[config.mk]
export PLATFORM = sky130hd
export DESIGN_NAME = sramc_ctrl
export DESIGN_NICKNAME = d
export VERILOG_FILES = /design/src/rtl/sramc_pkg.sv /design/src/rtl/sramc_timer.sv /design/src/rtl/sramc_turnaround.sv /design/src/rtl/sramc_ctrl.sv
export SDC_FILE = /design/constraint.sdc
export NUM_CORES = 1
export LEC_CHECK = 0
export BUFFER_PORTS_ARGS = -buffer_cell sky130_fd_sc_hd__buf_2
export CORE_UTILIZATION = 46
export DETAILED_ROUTE_END_ITERATION = 8
export HOLD_SLACK_MARGIN = 0.08
export PLACE_DENSITY = 0.9
export SETUP_SLACK_MARGIN = 0.02
export SLEW_MARGIN = 20
export SYNTH_ARGS = -nofsm -noshare
export SYNTH_HDL_FRONTEND = slang
export SYNTH_SLANG_ARGS = --single-unit
[constraint.sdc]
create_clock -name clk -period 2.1 [get_ports clk]
set_clock_uncertainty 0.2 [all_clocks]
set_input_delay 0.21 -clock clk [delete_from_list [all_inputs] [get_ports clk]]
set_output_delay 0.21 -clock clk [all_outputs]
set_load 0.01 [all_outputs]
[src/rtl/sramc_pkg.sv]
package sramc_pkg;

    localparam int unsigned SRAMC_ADDR_W = 15;
    localparam int unsigned SRAMC_DATA_W = 8;

    // Whole clock cycles covering a nanosecond interval, never fewer than one.
    function automatic int unsigned ns_to_cycles(input int unsigned t_ns,
                                                 input int unsigned period_ns);
        int unsigned c;
        c = (t_ns + period_ns - 1) / period_ns;
        return (c == 0) ? 1 : c;
    endfunction

    function automatic int unsigned max3(input int unsigned a,
                                         input int unsigned b,
                                         input int unsigned c);
        int unsigned m;
        m = (a > b) ? a : b;
        return (m > c) ? m : c;
    endfunction

    typedef enum logic [2:0] {
        ST_IDLE,
        ST_READ,
        ST_RESP,
        ST_WGAP,
        ST_WPULSE
    } sramc_state_e;

    // Registered memory-side control strobes.
    typedef struct packed {
        logic ce_n;
        logic we_n;
        logic oe_n;
        logic drv;
    } sramc_strobe_t;

    localparam sramc_strobe_t STROBE_IDLE = '{ce_n: 1'b1, we_n: 1'b1, oe_n: 1'b1, drv: 1'b0};

endpackage

[src/rtl/sramc_timer.sv]
module sramc_timer #(
    parameter int unsigned CW = 4
) (
    input  logic          clk,
    input  logic          rst,
    input  logic          load,
    input  logic [CW-1:0] load_val,
    output logic          expired
);
    logic [CW-1:0] cnt_q;

    always_ff @(posedge clk) begin
        if (rst) begin
            cnt_q <= '0;
        end else if (load) begin
            cnt_q <= load_val;
        end else if (cnt_q != '0) begin
            cnt_q <= cnt_q - 1'b1;
        end
    end

    assign expired = (cnt_q == '0);
endmodule

[src/rtl/sramc_turnaround.sv]
module sramc_turnaround #(
    parameter int unsigned HOLD_CYC = 2
) (
    input  logic clk,
    input  logic rst,
    input  logic start,
    output logic bus_free
);
    localparam int unsigned CW = (HOLD_CYC > 1) ? $clog2(HOLD_CYC) : 1;
    localparam logic [CW-1:0] RELOAD = CW'(HOLD_CYC - 1);

    logic [CW-1:0] cnt_q;

    // Loaded on the edge that raises the output strobe. The driver may turn on
    // once HOLD_CYC edges have passed since that edge.
    always_ff @(posedge clk) begin
        if (rst) begin
            cnt_q <= '0;
        end else if (start) begin
            cnt_q <= RELOAD;
        end else if (cnt_q != '0) begin
            cnt_q <= cnt_q - 1'b1;
        end
    end

    assign bus_free = (cnt_q == '0);
endmodule

[src/rtl/sramc_ctrl.sv]
module sramc_ctrl
    import sramc_pkg::*;
#(
    parameter int unsigned ADDR_W        = SRAMC_ADDR_W,
    parameter int unsigned DATA_W        = SRAMC_DATA_W,
    parameter int unsigned CLK_PERIOD_NS = 4,
    parameter int unsigned T_RC_NS       = 10,
    parameter int unsigned T_AA_NS       = 10,
    parameter int unsigned T_AOE_NS      = 5,
    parameter int unsigned T_WC_NS       = 10,
    parameter int unsigned T_WP_NS       = 8,
    parameter int unsigned T_DS_NS       = 7,
    parameter int unsigned T_HZOE_NS     = 8
) (
    input  logic              clk,
    input  logic              rst,
    input  logic              req_valid,
    output logic              req_ready,
    input  logic              req_write,
    input  logic [ADDR_W-1:0] req_addr,
    input  logic [DATA_W-1:0] req_wdata,
    output logic [DATA_W-1:0] rsp_rdata,
    output logic              rsp_valid,
    output logic [ADDR_W-1:0] mem_addr,
    output logic              mem_ce_n,
    output logic              mem_we_n,
    output logic              mem_oe_n,
    output logic [DATA_W-1:0] mem_dq_out,
    output logic              mem_dq_oe,
    input  logic [DATA_W-1:0] mem_dq_in
);
    localparam int unsigned RD_CYC = max3(ns_to_cycles(T_RC_NS, CLK_PERIOD_NS),
                                          ns_to_cycles(T_AA_NS, CLK_PERIOD_NS),
                                          ns_to_cycles(T_AOE_NS, CLK_PERIOD_NS));
    localparam int unsigned WC_CYC = ns_to_cycles(T_WC_NS, CLK_PERIOD_NS);
    // The select strobe is already low for one cycle before the write strobe falls.
    localparam int unsigned WP_CYC = max3(ns_to_cycles(T_WP_NS, CLK_PERIOD_NS),
                                          ns_to_cycles(T_DS_NS, CLK_PERIOD_NS),
                                          (WC_CYC > 1) ? WC_CYC - 1 : 1);
    localparam int unsigned HZ_CYC = ns_to_cycles(T_HZOE_NS, CLK_PERIOD_NS);
    localparam int unsigned TMAX   = (RD_CYC > WP_CYC) ? RD_CYC : WP_CYC;
    localparam int unsigned TCW    = (TMAX > 1) ? $clog2(TMAX) : 1;
    localparam logic [TCW-1:0] RD_LOAD = TCW'(RD_CYC - 1);
    localparam logic [TCW-1:0] WP_LOAD = TCW'(WP_CYC - 1);

    sramc_state_e      state_q;
    sramc_strobe_t     strb_q;
    logic [DATA_W-1:0] wdata_q;
    logic [DATA_W-1:0] rdata_q;
    logic              rsp_q;

    logic              tmr_load;
    logic [TCW-1:0]    tmr_val;
    logic              tmr_done;
    logic              rd_finish;
    logic              bus_free;

    assign rd_finish = (state_q == ST_READ) && tmr_done;
    assign tmr_load  = ((state_q == ST_IDLE) && req_valid && !req_write) ||
                       ((state_q == ST_WGAP) && bus_free);
    assign tmr_val   = (state_q == ST_IDLE) ? RD_LOAD : WP_LOAD;

    sramc_timer #(.CW(TCW)) u_timer (
        .clk      (clk),
        .rst      (rst),
        .load     (tmr_load),
        .load_val (tmr_val),
        .expired  (tmr_done)
    );

    sramc_turnaround #(.HOLD_CYC(HZ_CYC)) u_turn (
        .clk      (clk),
        .rst      (rst),
        .start    (rd_finish),
        .bus_free (bus_free)
    );

    always_ff @(posedge clk) begin
        if (rst) begin
            state_q  <= ST_IDLE;
            strb_q   <= STROBE_IDLE;
            mem_addr <= '0;
            wdata_q  <= '0;
            rdata_q  <= '0;
            rsp_q    <= 1'b0;
        end else begin
            rsp_q <= 1'b0;
            unique case (state_q)
                ST_IDLE: begin
                    if (req_valid) begin
                        mem_addr    <= req_addr;
                        wdata_q     <= req_wdata;
                        strb_q.ce_n <= 1'b0;
                        if (req_write) begin
                            state_q <= ST_WGAP;
                        end else begin
                            strb_q.oe_n <= 1'b0;
                            state_q     <= ST_READ;
                        end
                    end
                end
                ST_READ: begin
                    if (tmr_done) begin
                        rdata_q     <= mem_dq_in;
                        strb_q.oe_n <= 1'b1;
                        strb_q.ce_n <= 1'b1;
                        rsp_q       <= 1'b1;
                        state_q     <= ST_RESP;
                    end
                end
                ST_RESP: begin
                    state_q <= ST_IDLE;
                end
                ST_WGAP: begin
                    if (bus_free) begin
                        strb_q.we_n <= 1'b0;
                        strb_q.drv  <= 1'b1;
                        state_q     <= ST_WPULSE;
                    end
                end
                ST_WPULSE: begin
                    if (tmr_done) begin
                        strb_q.we_n <= 1'b1;
                        strb_q.drv  <= 1'b0;
                        strb_q.ce_n <= 1'b1;
                        state_q     <= ST_IDLE;
                    end
                end
                default: begin
                    state_q <= ST_IDLE;
                    strb_q  <= STROBE_IDLE;
                end
            endcase
        end
    end

    assign req_ready  = (state_q == ST_IDLE);
    assign rsp_rdata  = rdata_q;
    assign rsp_valid  = rsp_q;
    assign mem_ce_n   = strb_q.ce_n;
    assign mem_we_n   = strb_q.we_n;
    assign mem_oe_n   = strb_q.oe_n;
    assign mem_dq_oe  = strb_q.drv;
    assign mem_dq_out = wdata_q;
endmodule

==> reports/qor.yml <==
outcome: "finished clean"
crit_arrival_ns: 1.78
holdCritPathClass: "in2reg"
multi_input_area_um2: 683
drv_slew: 0
post-dp-hpwl_mm: 2.42
initial_utilization_pct: 48.0
layout_worst_path_cycle_share_pct: 82.7
vias_per_cell: 4.88
crit_end: "mem_oe_n$_SDFFE_PP1P_"
path_cells: "dlygate4sd3_1 > buf_2 > or4b_1 > buf_4 > nor2_2 > o31ai_1"
power_mw: 2.10
h-tree-depth: 2
diodes: 0
synth_edf_count: 0
placed_cells: 306
synth_ff_type: "dfxtp_1"
first_iter_violations: 101
synthTopCellsByArea: "dfxtp_1 (52%), nand2_1 (16%), a21oi_1 (10%)"
synth_cell_types: 29
vdd_drop_max_v: 0.000552
grt_pass1_wl_mm: 6.07
start_kind: "input pin"
p_leak_nw: 1.11
grt_pass1_vias: 1468
max-slew-margin-rel_pct: 64.4
wl_per_cell_um: 12.1
worst_pin_slew_ns: 0.534
grt_start_max_net_pins: 31
path_clk_slew_ns: 0.12
firstDrtPassIters: 4
cts_tree: "built"
crit_start: "req_valid"
reg2reg_depth: 5
max_cap_violations: 0
netlist.area_leader.share_pct: 52.5
synth_most_common_cell: "nand2_1"
antenna_found_initial: 0
clock_latency_ns: 0.34
crit_type: "in2reg"
ff_latch_area_um2: 841
rows: 21
fin_nets: 336
synth-async-reset-ratio_pct: 0
synth_commonest_cells: "nand2_1 (67), dfxtp_1 (42), a21oi_1 (33), clkbuf_1 (9), nor3_1 (5)"
fin_setup_tns_ns: 0
cpMaxStageDelayCell: "dlygate4sd3_1"
holdWs_ns: 0.127
max_freq_mhz: 576
postRouteAntennaNets: 0
postCtsSetupBuffers: 0
r2r-end: "rsp_rdata[7]$_SDFFE_PP0P_"
yosysSeqAreaShare_pct: 52.5
clkSinkCount: 42
ys_ff_latch: 42
path_max_fanout: 15
synth_warnings: 0
rrSetupSlack_ns: 0.40
yosys.area.top_type: "dfxtp_1"
slowest_delay_ns: 0.52
syn_avg_cell_area_um2: 8.18
grt_overflow: 0
track_usage_pct: 22.5
synth_nets: 232
die_h_um: 61.0
syn-cell-area_um2: 1600
totalWireLength_mm: 4.18
rsz0062_at_grt: "false"
reg2reg_from: "u_timer.cnt_q[0]$_SDFFE_PP0P_"
syn_inst: 196
place_congestion: 0.734
fillers: 258
powerDensity_nw_per_um2: 868
required_ns: 2.14
die_area_um2: 3720
pin_count: 72
finalHoldViolations: 0
final_cells: 346
post-route-min-period_ns: 1.74
syn2layout_area_growth_pct: 51.0
crit_path_end_kind: "flip-flop"
max-clock-path-buffers: 2
drc: 0
numCtsBuffers: 5
drive_gt1_share_pct: 29.7
core_um2: 3340
cts-root-buf: "clkbuf_4"
die_w_um: 61.0
port_buffers: 71
setup_viol: 0
num_vias: 1689
[placed cells by master, fill, tap and decap left out, types with 3 or more instances in the layout]
cell,count
nor2_1,3
dlygate4sd3_1,33
a211oi_1,3
buf_4,8
nand2_1,67
dfxtp_1,42
clkbuf_4,5
buf_2,71
nor3_1,5
inv_1,3
a21oi_1,33
o21a_1,3
[critical path, delay by kind of cell]
family                 cells  cell delay (ns)
AO/OA/AOI/OAI              1             0.09
buffers and inverters      3             0.88
AND/OR/NAND/NOR            2             0.60
[where the power goes]
group | internal, mW | switching [mW] | total [mW]
clock network | 0.277 | 0.244 | 0.521
logic | 0.295 | 0.334 | 0.629
registers | 0.899 | 0.0518 | 0.950
[metal layers]
layer,GRT usage [%],wire length (um)
met4,8.77,62
met1,24.1,1730
met3,7.56,207
met2,40.5,2180
met5,0,0
[sequential cells by signal, indices dropped and copies added, names as in the netlist]
name	cells
mem_dq_out	8
mem_oe_n	1
u_timer.cnt_q	2
mem_addr	15
mem_dq_oe	1
rsp_valid	1
mem_we_n	1
mem_ce_n	1
u_turn.cnt_q	1
rsp_rdata	8
state_q	3
[cell families (layout without fill, tap and decap cells)]
| kind of cell | count (synthesis) | count (layout) | synth area share (%) |
|---|---|---|---|
| DFF | 42 | 42 | 52.5 |
| and+or+nand+nor | 88 | 88 | 24.7 |
| buffers and inverters | 18 | 122 | 5.46 |
| adders and majority gates | 1 | 1 | 0.781 |
| xor gates and xnor gates | 1 | 1 | 0.547 |
| AOI/OAI and AO/OA | 46 | 46 | 16.1 |
[worst min path at each step]
stage | from | end | slack, ns | cells after the start
3_3_place_gp | mem_addr[0]$_SDFFE_PP0N_ | mem_addr[0]$_SDFFE_PP0N_ | 0.24 | 2
4_1_cts | rst | u_turn.cnt_q$_SDFF_PP0_ | 0.11 | 2
6_report | rst | u_turn.cnt_q$_SDFF_PP0_ | 0.13 | 2
2_1_floorplan | req_addr[0] | mem_addr[0]$_SDFFE_PP0N_ | 0.15 | 2
5_1_grt | rst | u_turn.cnt_q$_SDFF_PP0_ | 0.12 | 2
3_5_place_dp | mem_addr[11]$_SDFFE_PP0N_ | mem_addr[11]$_SDFFE_PP0N_ | 0.24 | 2
[timing repair]
item,CTS,global route
endpoints found under the hold margin,36,0
endpoints found under the setup margin,0,0
gates resized for setup,0,0
hold buffers,33,0
[final cells by class]
class                           count  area share (%)
Sequential cell                    42            34.7
Timing Repair Buffer              112            30.8
Multi-Input combinational cell    136            28.2
Tap cell                           46            2.38
Clock buffer                        6            2.12
Clock inverter                      1            1.24
Inverter                            3           0.465
[through the flow]
step                      cell area (um^2)  utilization, %  worst slack [ns]
after CTS                             2420            72.5             0.378
after detailed placement              2010            60.2             0.401
after global routing                  2420            72.5             0.246
after floorplan                       1600               -             0.515
after global placement                2010            60.2             0.468
final                                 2420            72.5             0.364
Note: power is estimated with default switching activity, not from simulation.
